File: src/rtl/dac_word_rx_pkg.sv
package dac_word_rx_pkg;
    // Which transition an edge detector reports
    typedef enum logic {
        EDGE_RISE = 1'b0,
        EDGE_FALL = 1'b1
    } edge_kind_e;

    localparam int unsigned DEF_WORD_BITS   = 16;
    localparam int unsigned DEF_SAMPLE_BITS = 14;
endpackage

File: src/rtl/dwr_edge_det.sv
module dwr_edge_det
    import dac_word_rx_pkg::*;
#(
    parameter edge_kind_e KIND    = EDGE_RISE,
    parameter logic       RST_VAL = 1'b0
) (
    input  logic clk,
    input  logic rst_n,
    input  logic sig,
    output logic pulse
);
    logic prev_d, prev_q;

    always_comb begin
        prev_d = sig;
    end

    always_ff @(posedge clk) begin
        if (!rst_n) prev_q <= RST_VAL;
        else        prev_q <= prev_d;
    end

    generate
        if (KIND == EDGE_RISE) begin : g_rise
            assign pulse = sig & ~prev_q;
        end else begin : g_fall
            assign pulse = ~sig & prev_q;
        end
    endgenerate
endmodule

File: src/rtl/dwr_framer.sv
module dwr_framer #(
    parameter int unsigned WORD_BITS   = 16,
    parameter int unsigned SAMPLE_BITS = 14
) (
    input  logic                   clk,
    input  logic                   rst_n,
    input  logic                   bit_tick,
    input  logic                   word_open,
    input  logic                   frame_n,
    input  logic                   sdata,
    output logic [SAMPLE_BITS-1:0] sample,
    output logic                   load,
    output logic                   frame_err
);
    localparam int unsigned CNT_W = $clog2(WORD_BITS + 1);
    localparam logic [CNT_W-1:0] LAST_CNT = CNT_W'(WORD_BITS);

    typedef struct packed {
        logic                   active;
        logic [CNT_W-1:0]       cnt;
        logic [WORD_BITS-1:0]   shift;
        logic [SAMPLE_BITS-1:0] sample;
        logic                   load;
        logic                   err;
    } fr_state_t;

    fr_state_t st_d, st_q;

    always_comb begin
        st_d      = st_q;
        st_d.load = 1'b0;

        // A new frame marker always wins; an unfinished word is dropped
        if (word_open) begin
            if (st_q.active) st_d.err = 1'b1;
            st_d.active = 1'b1;
            st_d.cnt    = '0;
            st_d.shift  = '0;
        end

        if (bit_tick && st_d.active) begin
            if (st_d.cnt == '0 && frame_n) begin
                // marker already gone at the first bit: short pulse
                st_d.err    = 1'b1;
                st_d.active = 1'b0;
            end else begin
                st_d.shift = {st_d.shift[WORD_BITS-2:0], sdata};
                st_d.cnt   = st_d.cnt + 1'b1;
                if (st_d.cnt == LAST_CNT) begin
                    st_d.sample = st_d.shift[WORD_BITS-1 -: SAMPLE_BITS];
                    st_d.load   = 1'b1;
                    st_d.active = 1'b0;
                end
            end
        end
    end

    always_ff @(posedge clk) begin
        if (!rst_n) st_q <= '0;
        else        st_q <= st_d;
    end

    assign sample    = st_q.sample;
    assign load      = st_q.load;
    assign frame_err = st_q.err;

    // strobe never lasts two cycles
    a_r4_load_single: assert property (@(posedge clk) disable iff (!rst_n)
        load |=> !load);
    // held sample only moves together with the strobe
    a_r4_sample_held: assert property (@(posedge clk) disable iff (!rst_n)
        !load |-> $stable(sample));
    // error flag is sticky
    a_r7_err_sticky: assert property (@(posedge clk) disable iff (!rst_n)
        frame_err |=> frame_err);
    // reopening an unfinished word flags an error
    a_r5_abort_flags: assert property (@(posedge clk) disable iff (!rst_n)
        (word_open && st_q.active) |=> frame_err);
    // no strobe can follow a cycle with no open word and no opening edge
    a_r8_idle_no_load: assert property (@(posedge clk) disable iff (!rst_n)
        (!st_q.active && !word_open) |=> !load);
    // bit counter never passes the word length
    a_r2_cnt_bound: assert property (@(posedge clk) disable iff (!rst_n)
        st_q.cnt <= LAST_CNT);
endmodule

File: src/rtl/dac_word_rx.sv
module dac_word_rx
    import dac_word_rx_pkg::*;
#(
    parameter int unsigned WORD_BITS   = DEF_WORD_BITS,
    parameter int unsigned SAMPLE_BITS = DEF_SAMPLE_BITS
) (
    input  logic                   clk,
    input  logic                   rst_n,
    input  logic                   sclk,
    input  logic                   sdata,
    input  logic                   frame_n,
    output logic [SAMPLE_BITS-1:0] sample,
    output logic                   load,
    output logic                   frame_err
);
    logic bit_tick;
    logic word_open;

    dwr_edge_det #(.KIND(EDGE_RISE), .RST_VAL(1'b1)) i_sclk_edge (
        .clk   (clk),
        .rst_n (rst_n),
        .sig   (sclk),
        .pulse (bit_tick)
    );

    dwr_edge_det #(.KIND(EDGE_FALL), .RST_VAL(1'b1)) i_frame_edge (
        .clk   (clk),
        .rst_n (rst_n),
        .sig   (frame_n),
        .pulse (word_open)
    );

    dwr_framer #(.WORD_BITS(WORD_BITS), .SAMPLE_BITS(SAMPLE_BITS)) i_framer (
        .clk       (clk),
        .rst_n     (rst_n),
        .bit_tick  (bit_tick),
        .word_open (word_open),
        .frame_n   (frame_n),
        .sdata     (sdata),
        .sample    (sample),
        .load      (load),
        .frame_err (frame_err)
    );
endmodule

File: config.mk
export PLATFORM = sky130hd
export DESIGN_NAME = dac_word_rx
export DESIGN_NICKNAME = d
export VERILOG_FILES = /design/src/rtl/dac_word_rx_pkg.sv /design/src/rtl/dwr_edge_det.sv /design/src/rtl/dwr_framer.sv /design/src/rtl/dac_word_rx.sv
export SDC_FILE = /design/constraint.sdc
export NUM_CORES = 1
export LEC_CHECK = 0
export CORE_MARGIN = 1.5
export CORE_UTILIZATION = 40
export DETAILED_ROUTE_END_ITERATION = 6
export DONT_BUFFER_PORTS = 1
export SETUP_SLACK_MARGIN = 0.4
export SLEW_MARGIN = 20
export SYNTH_ARGS = -nofsm -noshare
export SYNTH_HDL_FRONTEND = slang
export SYNTH_SLANG_ARGS = --single-unit
export TNS_END_PERCENT = 1
File: constraint.sdc
create_clock -name clk -period 2.9 [get_ports clk]
set_input_delay 0.58 -clock clk [delete_from_list [all_inputs] [get_ports clk]]
set_output_delay 0.58 -clock clk [all_outputs]
set_load 0.03 [all_outputs]
; ---- Yosys cells after proc, flatten, opt, wreduce, memory -nomap -nowiden
; Index checks and enable logic that the tools add are counted.
; Widths: inputs -> output; s select.
[word_totals]
register_bits = 40
in_bits = 5
output_inout_bits = 16
wordCells = 31
[op_classes]
n_addsub = 1
n_eq_ne = 1
mux = 9
n_bitwise = 7
n_reduce_logical = 5
[ops]
columns = op, n
row1 = $mux 38, 1
row2 = $mux 36, 1
row3 = $mux 22, 1
row4 = $mux 15, 1
row5 = $add 5x1->5 const B, 1
row6 = $eq 5x5->1 const B, 1
row7 = $logic_not 5->1, 1
row8 = $mux 1, 5
row9 = $not 1->1, 5
row10 = $reduce_and 3->1, 1
row11 = $reduce_or 3->1, 1
row12 = $and 1x1->1, 2
row13 = $logic_and 1x1->1, 2

; ---- Logic depth before layout (Yosys ltp)
; Gate-level depths: netlist (run 1).
[depth]
ltp_word = 8
depth_mapped = 12
depth_no_buf = 9

; ---- Cells and area by module
; Synthesis (run 1) repeated with hierarchy kept, for this count alone.
[unflattened]
hier_cells = 211
hier_area_um2 = 1806.7
[modules_own_cells]
columns = module, n_inst, cells_each, area_per_inst_um2, seq_area_each_um2
row1 = dwr_framer, 1, 205, 1734.2, 740.7
row2 = dwr_edge_det (i_sclk_edge), 1, 3, 40.0, 20.0
row3 = dwr_edge_det (i_frame_edge), 1, 3, 32.5, 20.0

; ---- Least setup slack after synthesis (run 1)
; OpenSTA, ideal clock, no wires.
[synth_path]
path_kind = input to register
startpoint = input port frame_n
endpoint = register i_framer.st_q (netlist bit i_framer.sample[5])
setup_ps = 118
arrival_time_ps = 2306
required_ps = 2782
setup_slack_ps = 476
cell_stages = 12
path_buffers = 3
cell_sequence = nand2b_1 clkbuf_1 and2_1 inv_1 ha_1 and2b_2 nand3_1 nand2_1 or2_1 buf_6 buf_12 mux2i_1
[synth_via]
elab_chain_len = 7
word_cells_on_any_way = 10
classes_between = 1 x add/sub / 1 x eq/ne / 1 x mux / 3 x bitwise / 4 x reduce/logical
[synth_lines]
columns = element, line_no
row1 = start: declaration, dac_word_rx.sv:11  ; input logic frame_n,
row2 = "parallel branches: the longest is 7 deep, another holds $add 5x1->5", -
row3 = end signal: assignment, dwr_framer.sv:60  ; else st_q <= st_d;
row4 = end: declaration, dwr_framer.sv:27  ; fr_state_t st_d, st_q;
; Parallel ways; which one is timed is not known.
; A chain may end at the register's enable or synchronous reset.

; ---- Final worst setup path (run 1)
[layout_path]
startpoint = register i_frame_edge.prev_q
endpoint = register i_framer.st_q (netlist bit i_framer.sample[1])
[layout_via]
elab_chain_len = 6
word_cells_on_any_way = 9
classes_between = 1 x add/sub / 1 x eq/ne / 1 x mux / 2 x bitwise / 4 x reduce/logical
[layout_lines]
columns = element, line_no
row1 = start: declaration, dwr_edge_det.sv:12  ; logic prev_d, prev_q;
row2 = start signal: assignment, dwr_edge_det.sv:20  ; else prev_q <= prev_d;
row3 = $and 1x1->1 (*), dwr_edge_det.sv:27  ; assign pulse = ~sig & prev_q;
row4 = $mux 22 (*), dwr_framer.sv:34  ; if (word_open) begin
row5 = "parallel branches: the longest is 4 deep, another holds $add 5x1->5", -
; Mark *: on every way between the ends.

==> results of run 1 <==
[power breakdown]
part | switching (mW) | total, mW | internal, mW | leakage [nW]
combinational | 0.0197 | 0.0274 | 0.00776 | 0.291
clock | 0.200 | 0.544 | 0.344 | 0.0654
sequential | 0.00383 | 0.543 | 0.539 | 0.315
[timing repair]
action / CTS / global route
hold endpoints to repair: 0 / 0
setup endpoints to repair: 0 / 2
gates resized for setup: 0 / 1
[layout by cell type (no fill, tap or decap), types with 2 or more instances in the layout]
cell type and instances:
inv_1 3, buf_4 3, ha_1 2, nor2_1 9
o21a_1 2, dfxtp_1 39, nor2b_1 2, o21ai_0 3
nand2b_1 3, a21oi_1 18, clkbuf_8 5, bufinv_16 2
nand3_1 4, mux2i_1 14, and3_1 2, nand2_1 65
xnor2_1 2
[area by class of cell]
type                            count  area, um^2  share of cell area [%]
Sequential cell                    39         781                    45.1
Multi-Input combinational cell    136         722                    41.7
Clock buffer                        6        72.6                    4.19
Tap cell                           50        62.6                    3.61
Clock inverter                      2        60.1                    3.47
Timing Repair Buffer                3        22.5                    1.30
Inverter                            3        11.3                   0.650
[how the worst max path moves through the flow]
stage          cells past startpoint                   to                 from  slack, ns
5_1_grt                            9   i_framer.sample[1]  i_frame_edge.prev_q       0.57
6_report                           9   i_framer.sample[1]  i_frame_edge.prev_q       0.73
2_1_floorplan                     12   i_framer.sample[5]              frame_n       0.48
3_3_place_gp                       9  i_framer.sample[12]              frame_n       0.35
4_1_cts                            9   i_framer.sample[1]              frame_n       0.59
3_5_place_dp                       9   i_framer.sample[1]              frame_n       0.28
[state kept, by name, indices dropped and copies added (netlist names)]
name / count
i_framer.st_q: 21
i_framer.sample: 14
i_frame_edge.prev_q: 1
i_framer.frame_err: 1
i_framer.load: 1
i_sclk_edge.prev_q: 1
[Yosys cell counts]
master | n | area (um^2)
a21boi_0 | 1 | 7.51
a21o_1 | 1 | 7.51
a21oi_1 | 18 | 90.1
and2_1 | 1 | 6.26
and2b_2 | 1 | 8.76
and3_1 | 2 | 12.5
buf_12 | 1 | 20.0
buf_2 | 2 | 10.0
buf_4 | 14 | 105
buf_6 | 1 | 11.3
clkbuf_1 | 5 | 18.8
dfxtp_1 | 39 | 781
ha_1 | 2 | 25.0
inv_1 | 3 | 11.3
mux2i_1 | 14 | 140
nand2_1 | 65 | 244
nand2b_1 | 3 | 18.8
nand3_1 | 4 | 20.0
nand3_2 | 1 | 10.0
nand3b_1 | 1 | 7.51
nand4_1 | 1 | 6.26
nor2_1 | 9 | 33.8
nor2b_1 | 2 | 12.5
o21a_1 | 2 | 15.0
o21ai_0 | 3 | 15.0
or2_1 | 1 | 6.26
or3b_1 | 1 | 8.76
xnor2_1 | 2 | 17.5
xor2_1 | 1 | 8.76
[layer usage]
metal	share of wire, %	GRT usage [%]	vias up
li1	-	-	605
met1	48	19.4	536
met2	45	22.4	25
met3	5.0	5.83	5
met4	2.1	6.75	0
met5	0	0	-
[through the flow]
| stage | power [mW] | cells | setup WS (ns) | hold WS (ns) |
|---|---|---|---|---|
| 2_1_floorplan | 0.579 | 201 | 0.476 | 0.432 |
| 3_3_place_gp | 0.583 | 231 | 0.348 | 0.446 |
| 3_5_place_dp | 0.583 | 231 | 0.281 | 0.455 |
| 4_1_cts | 1.13 | 239 | 0.591 | 0.343 |
| 5_1_grt | 1.15 | 239 | 0.566 | 0.348 |
| 6_report | 1.11 | 239 | 0.731 | 0.352 |
[cells by family (layout without fill, tap and decap cells)]
kind of cell | count (synthesis) | after routing
AND/OR/NAND/NOR | 92 | 92
flip-flops | 39 | 39
buffers and inverters | 26 | 14
AO/OA/AOI/OAI | 25 | 25
multiplexers | 14 | 14
XOR/XNOR | 3 | 3
adder cells (fa/ha/maj) | 2 | 2
==> impl_metrics.csv, run 1 <==
group,metric,value,unit
run_status,status,"finished, final reports clean",
critical_path,r2r_end,"i_framer.sample[1]",
yosys,avgSynthCellArea,8.35,um^2
clock_tree,cts.reportedPaths.clkPinSlew,0.08,ns
cells_and_area,area_delta_synth_final,3.13,%
route,vias,1171,
timing,min_period,2.17,ns
clock_tree,hold_buffers,0,
yosys,synth_cells,201,
critical_path,cp_slowest_cell,"or2_2",
timing,skew,0.00630,ns
timing,worst_pin_slew,0.523,ns
timing,slew_viol_final,0,
cells_and_area,post-route-util,43.0,%
yosys,yosysSeqAreaShare,46.5,%
critical_path,cp.arrival,2.34,ns
yosys,synth.area.mux_share,8.35,%
timing,setup_violations,0,
cells_and_area,drive_above_1_share,6.88,%
floorplanning,die_area,0.00460,mm^2
route,viasPerCell,4.90,
clock_tree,post_cts.repair.setup_buffers,0,
timing,rsz0062_at_grt,"no",
clock_tree,clock_path_buffers,2,
critical_path,reg2reg_from,"i_frame_edge.prev_q",
yosys,synth_fa_ha_area_share,1.49,%
critical_path,reg2reg_depth,9,
critical_path,crit_type,"reg2reg",
floorplanning,rows,23,
floorplanning,start_util,41.7,%
min_path,min_path_type,"in2reg",
critical_path,critPathMaxStageDelay,0.49,ns
timing,hold_viol,0,
critical_path,cp_num_buf_inv,1,
timing,setup_tns,0,ns
route,drt_iter0_markers,91,
power_and_ir_drop,ir_drop,336,uV
min_path,hold_path_depth,1,
clock_tree,cts_tree,"built",
floorplanning,coreArea,0.00403,mm^2
floorplanning,die_h,67.8,um
route,wl_per_cell,12.5,um
yosys,synth_fp_nets,208,
placed_design,io_buffers,0,
route,dr.pass1.iters,4,
yosys,synth.ff_latch_count,39,
critical_path,crit_fanout,15,
critical_path,required,3.07,ns
yosys,yosys.area_share.simple,23.5,%
route,drcViolationCount,0,
global_routing,antenna_found_initial,0,
global_routing,grt_max_degree,21,
clock_tree,clk_latency,0.30,ns
yosys,synth_top_family_by_area,"simple AND/OR/NAND/NOR gates",
global_routing,grt_remaining_overflow,0,
route,detail-route-antenna-nets,0,
job,drv_cap,0,
global_routing,grt_pass1_vias,1067,
yosys,yosys_warnings,0,
clock_tree,cts-root-buf,"clkbuf_8",
timing,finalCritPeriodShare,74.8,%
min_path,hold_start,"rst_n",
cells_and_area,fin_nets,195,
min_path,min_to,"i_sclk_edge.prev_q",
critical_path,critPathLaunchType,"flop",
timing,slew_headroom,65.1,%
yosys,synth_area,0.00168,mm^2
yosys,ys_types,29,
global_routing,grt_pass1_wl,5040,um
cells_and_area,n_fill_cell,429,
placed_design,placed_area,0.00160,mm^2
placed_design,routabilityCongestion,0.878,
timing,fmax,461,MHz
critical_path,path_cells,"nand2b_1 > and2_1 > inv_1 > ha_1 > and2b_2 > nand3_1 > nand2_1 > or2_2 > mux2i_1",
power_and_ir_drop,p_leak,0.671,nW
cells_and_area,design_area,0.00173,mm^2
critical_path,endpoint_kind,"flop",
yosys,synth-compound-area-share,8.05,%
clock_tree,cts-htree-levels,2,
route,routed_wl,2990,um
critical_path,critPathTopFamily,"simple AND/OR/NAND/NOR gates",
global_routing,grt.total_usage,15.1,%
floorplanning,die_w,67.8,um
yosys,synth-xor-area-share,1.56,%
power_and_ir_drop,power_density,644,mW/mm^2
clock_tree,cts_made_buffers,5,
cells_and_area,diodes,0,
critical_path,reg2reg_slack,0.73,ns
floorplanning,ios,21,
placed_design,hpwl,1900,um
clock_tree,cts.sinks,39,
No activity file was read; power rests on OpenSTA's default activity.
==> run 2, diff against run 1 <==
==> constraint.sdc (replaced) <==
create_clock -name clk -period 2 [get_ports clk]
set_input_delay 0.4 -clock clk [delete_from_list [all_inputs] [get_ports clk]]
set_output_delay 0.4 -clock clk [all_outputs]
set_load 0.03 [all_outputs]
==> run 2 against run 1 <==
  * Fmax grew 22%
  * Critical endpoint is now i_framer.st_q[21]
  * Non-clock buffer count grew 8
  * Highest routed layer unchanged
  * Die area is the same
==> impl_metrics.csv, run 2 (same netlist as run 1, synthesis figures left out) <==
group,metric,value,unit
run_status,status,"finished, final reports clean",
power_and_ir_drop,p_leak,0.726,nW
floorplanning,coreArea,0.00403,mm^2
critical_path,critPathMaxStageDelay,0.34,ns
critical_path,crit_fanout,8,
global_routing,antenna_found_initial,0,
clock_tree,clk_latency,0.29,ns
cells_and_area,post-route-util,46.4,%
critical_path,path_depth,10,
clock_tree,clock_path_buffers,2,
timing,slew_viol_final,0,
timing,setup_slack,0.215,ns
critical_path,reg2reg_from,"i_frame_edge.prev_q",
floorplanning,ios,21,
route,drcViolationCount,0,
route,drt_iter0_markers,51,
timing,skew,0.00677,ns
cells_and_area,largest-register,"i_framer.st_q",
timing,rsz0062_at_grt,"yes",
route,routed_wl,3270,um
cells_and_area,largest_reg_flops,21,
critical_path,critPathTopFamily,"simple AND/OR/NAND/NOR gates",
critical_path,cp_slowest_cell,"dfxtp_2",
critical_path,cp.arrival,1.99,ns
critical_path,endpoint_kind,"flop",
cells_and_area,n_fill_cell,405,
critical_path,path_cells,"nand2b_4 > and2_4 > inv_2 > ha_4 > and2b_2 > and3_4 > nor2_4 > clkbuf_16 > nand2_1 > a21oi_1",
placed_design,pre_cts_ws,0.0791,ns
critical_path,cp_num_buf_inv,2,
clock_tree,cts-htree-levels,2,
clock_tree,cts_tree,"built",
power_and_ir_drop,ir_drop,339,uV
placed_design,routabilityCongestion,0.810,
placed_design,io_buffers,0,
cells_and_area,drive_above_1_share,18.3,%
timing,slew_headroom,59.9,%
timing,min_period,1.78,ns
clock_tree,cts-root-buf,"clkbuf_8",
floorplanning,die_area,0.00460,mm^2
critical_path,crit_type,"reg2reg",
global_routing,grt.total_usage,15.0,%
cells_and_area,mostFrequentLayoutCell,"nand2_1",
placed_design,place_inst,232,
cells_and_area,design_area,0.00187,mm^2
timing,hold_viol,0,
floorplanning,start_util,41.7,%
route,vias,1221,
min_path,hold_path_depth,1,
critical_path,reg2reg_depth,10,
global_routing,grt_remaining_overflow,0,
cells_and_area,area_delta_synth_final,11.3,%
cells_and_area,fin_nets,203,
critical_path,required,2.21,ns
placed_design,placed_area,0.00167,mm^2
global_routing,grt_max_degree,21,
route,wl_per_cell,13.2,um
cells_and_area,final_cell_mix,"nand2_1, dfxtp_1, a21oi_1",
clock_tree,cts_made_buffers,5,
floorplanning,die_h,67.8,um
critical_path,reg2reg_slack,0.22,ns
timing,setup_violations,0,
timing,fmax,560,MHz
timing,setup_tns,0,ns
cells_and_area,diodes,0,
route,dr.pass1.iters,4,
critical_path,critPathLaunchType,"flop",
min_path,min_path_type,"in2reg",
global_routing,grt_pass1_vias,1118,
cells_and_area,layout.cells.non_filler,247,
route,detail-route-antenna-nets,0,
placed_design,hpwl,2000,um
clock_tree,cts.sinks,39,
critical_path,r2r_end,"i_framer.st_q[21]",
power_and_ir_drop,power_density,728,mW/mm^2
min_path,hold_start,"rst_n",
floorplanning,rows,23,
min_path,min_to,"i_frame_edge.prev_q",
timing,worst_pin_slew,0.595,ns
route,viasPerCell,4.94,
global_routing,grt_pass1_wl,5100,um
timing,finalCritPeriodShare,89.2,%
clock_tree,cts.reportedPaths.clkPinSlew,0.08,ns
floorplanning,die_w,67.8,um
job,drv_cap,0,
## run 2: routing by layer
metal | GRT usage (%) | vias to the layer above | part of all wire [%] | wire (um)
met4 | 6.75 | 0 | 1.9 | 62
met2 | 23.7 | 32 | 46 | 1500
met3 | 5.67 | 5 | 4.7 | 152
met1 | 18.2 | 561 | 47 | 1550
li1 | - | 623 | - | -
met5 | 0 | - | 0 | 0
## run 2: what timing repair did
action	4_1_cts	5_1_grt
gates cloned	0	2
pin swaps	0	3
buffers inserted	2	3
resized for setup	5	6
hold buffers	0	0
endpoints found under the setup margin	32	32
## run 2: area by class of cell
| cell class | count | area [um^2] | area share (%) |
|---|---|---|---|
| Clock buffer | 7 | 76.3 | 4.09 |
| Sequential cell | 39 | 783 | 41.9 |
| Multi-Input combinational cell | 136 | 787 | 42.1 |
| Inverter | 3 | 11.3 | 0.603 |
| Timing Repair Buffer | 11 | 143 | 7.64 |
| Clock inverter | 1 | 5.00 | 0.268 |
| Tap cell | 50 | 62.6 | 3.35 |
## run 2: stage by stage
step | total power, mW | hold WS (ns)
2_1_floorplan | 0.846 | 0.432
3_3_place_gp | 0.850 | 0.450
3_5_place_dp | 0.850 | 0.456
4_1_cts | 1.36 | 0.178
5_1_grt | 1.42 | 0.175
6_report | 1.36 | 0.186
## run 2: how the worst max path moves through the flow
stage,slack [ns],endpoint,from
final,0.22,i_framer.st_q[21],i_frame_edge.prev_q
after floorplan,0.01,i_framer.sample[5],frame_n
after global placement,0.13,i_framer.sample[11],frame_n
after detailed placement,0.08,i_framer.sample[1],frame_n
after global routing,0.12,i_framer.st_q[21],i_frame_edge.prev_q
after CTS,0.28,i_framer.sample[1],i_frame_edge.prev_q
## run 2: report_power, final
group	total, mW	internal (mW)	switching [mW]
Combinational	0.0612	0.0264	0.0348
Sequential	0.788	0.782	0.00660
Clock	0.511	0.245	0.266
Total	1.36	1.05	0.307
==> run 3, diff against run 2 <==
--- a/config.mk
+++ b/config.mk
@@ -9,6 +9,7 @@
 export CORE_UTILIZATION = 40
 export DETAILED_ROUTE_END_ITERATION = 6
 export DONT_BUFFER_PORTS = 1
+export PLACE_DENSITY = 0.65
 export SETUP_SLACK_MARGIN = 0.4
 export SLEW_MARGIN = 20
 export SYNTH_ARGS = -nofsm -noshare
==> run 3 against run 2 <==
  * Clock-buffer cell count is 1 lower
  * Final area is 2.9% lower
  * Core utilization is 1.3 points lower
  * Cell count is 1.2% lower
  * Setup slack better by 0.054 ns
  * Largest cell class is now registers
  * Highest routed layer unchanged
==> impl_metrics.csv, run 3 (same netlist as run 1, synthesis figures left out) <==
group,metric,value,unit
route,dr.pass1.iters,4,
cells_and_area,n_fill_cell,409,
route,wl_per_cell,12.8,um
global_routing,antenna_found_initial,0,
timing,skew,0.00687,ns
cells_and_area,final_cell_mix,"nand2_1, dfxtp_1, a21oi_1",
timing,worst_pin_slew,0.936,ns
cells_and_area,fin_nets,200,
clock_tree,clock_path_buffers,2,
clock_tree,cts.reportedPaths.clkPinSlew,0.08,ns
timing,rsz0062_at_grt,"yes",
power_and_ir_drop,power.total,1.36,mW
floorplanning,start_util,41.7,%
timing,min_period,1.73,ns
cells_and_area,diodes,0,
floorplanning,die_h,67.8,um
global_routing,grt.total_usage,14.1,%
min_path,min_to,"i_sclk_edge.prev_q",
timing,setup_violations,0,
timing,hold_slack,0.179,ns
floorplanning,rows,23,
critical_path,reg2reg_from,"i_frame_edge.prev_q",
placed_design,hpwl,1900,um
placed_design,routabilityCongestion,0.855,
min_path,min_path_type,"in2reg",
min_path,hold_start,"rst_n",
timing,fmax,578,MHz
cells_and_area,register_area,782,um^2
placed_design,io_buffers,0,
min_path,hold_path_depth,1,
critical_path,critPathLaunchType,"flop",
global_routing,grt_pass1_vias,1052,
global_routing,grt_max_degree,21,
critical_path,endpoint_kind,"flop",
critical_path,required,2.18,ns
clock_tree,cts-root-buf,"clkbuf_8",
route,vias,1178,
timing,slew_viol_final,0,
cells_and_area,largest_reg_flops,21,
clock_tree,cts-htree-levels,2,
cells_and_area,multiInputGateArea,779,um^2
critical_path,cp.arrival,1.91,ns
placed_design,place_inst,233,
clock_tree,cts_tree,"built",
timing,hold_viol,0,
route,detail-route-antenna-nets,0,
critical_path,reg2reg_depth,10,
global_routing,grt_pass1_wl,4800,um
job,drv_cap,0,
clock_tree,hold_buffers,0,
route,drcViolationCount,0,
cells_and_area,area_delta_synth_final,8.05,%
power_and_ir_drop,p_leak,0.707,nW
clock_tree,clk_latency,0.29,ns
route,drt_iter0_markers,63,
floorplanning,coreArea,0.00403,mm^2
timing,finalCritPeriodShare,86.5,%
power_and_ir_drop,ir_drop,261,uV
clock_tree,cts.sinks,39,
timing,setup_tns,0,ns
power_and_ir_drop,power_density,749,mW/mm^2
route,viasPerCell,4.83,
cells_and_area,layout.cells.non_filler,244,
critical_path,crit_type,"reg2reg",
cells_and_area,largest-register,"i_framer.st_q",
global_routing,grt_remaining_overflow,0,
timing,slew_headroom,37.4,%
floorplanning,ios,21,
clock_tree,cts_made_buffers,5,
floorplanning,die_w,67.8,um
run_status,status,"finished, final reports clean",
cells_and_area,mostFrequentLayoutCell,"nand2_1",
floorplanning,die_area,0.00460,mm^2
critical_path,crit_fanout,7,
cells_and_area,drive_above_1_share,14.9,%
critical_path,reg2reg_slack,0.27,ns
critical_path,r2r_end,"i_framer.sample[6]",
route,routed_wl,3130,um
run 3: cell types whose count changed in the layout (fill, tap and decap cells not counted), sizes merged:
cell	previous run	this run
clkinvlp	0	1
buf	9	7
clkbuf	9	7
run 3: area by class of cell:
cell class	instances	share of cell area, %
Tap cell	50	3.45
Timing Repair Buffer	8	5.17
Clock buffer	6	4.00
Multi-Input combinational cell	136	43.0
Sequential cell	39	43.1
Inverter	3	0.621
Clock inverter	2	0.690
run 3: per-stage QoR:
step	setup WS [ns]	area, um^2	utilization, %
final	0.269	1810	45.0
after global routing	0.200	1810	45.0
after CTS	0.264	1760	43.7
after detailed placement	0.0989	1660	41.3
after global placement	0.124	1660	41.3
after floorplan	0.0125	1730	-
run 3: metal layers:
metal / track usage, % / wire length (um)
met1: 18.2 / 1550
met2: 20.7 / 1400
met4: 8.25 / 64
met3: 4.33 / 123
met5: 0 / 0
run 3: worst max-delay path, stage by stage (launching register included):
cell and delay [ns]:
dfxtp_2 0.34, nand2b_4 0.07, and2_4 0.15, inv_2 0.04, ha_4 0.14, and2b_2 0.21, nand3_4 0.08, nand2_4 0.05
or2_4 0.25, clkbuf_16 0.17, mux2i_1 0.11
run 3: where the power goes:
part	internal [mW]	switching (mW)
sequential	0.782	0.00633
combinational	0.0156	0.0323
clock	0.244	0.279
run 3: worst max path at each step:
stage	depth (start not counted)	startpoint	to
4_1_cts	10	i_frame_edge.prev_q	i_framer.sample[11]
5_1_grt	10	i_frame_edge.prev_q	i_framer.sample[11]
6_report	10	i_frame_edge.prev_q	i_framer.sample[6]
2_1_floorplan	12	frame_n	i_framer.sample[5]
3_5_place_dp	9	frame_n	i_framer.sample[11]
3_3_place_gp	10	frame_n	i_framer.sample[8]
run 3: what timing repair did:
action                                  in CTS  in global routing
cloned                                       0                  2
endpoints found under the hold margin        0                  0
resized for setup                            2                  8
setup buffers                                1                  0
endpoints found under the setup margin      32                 33
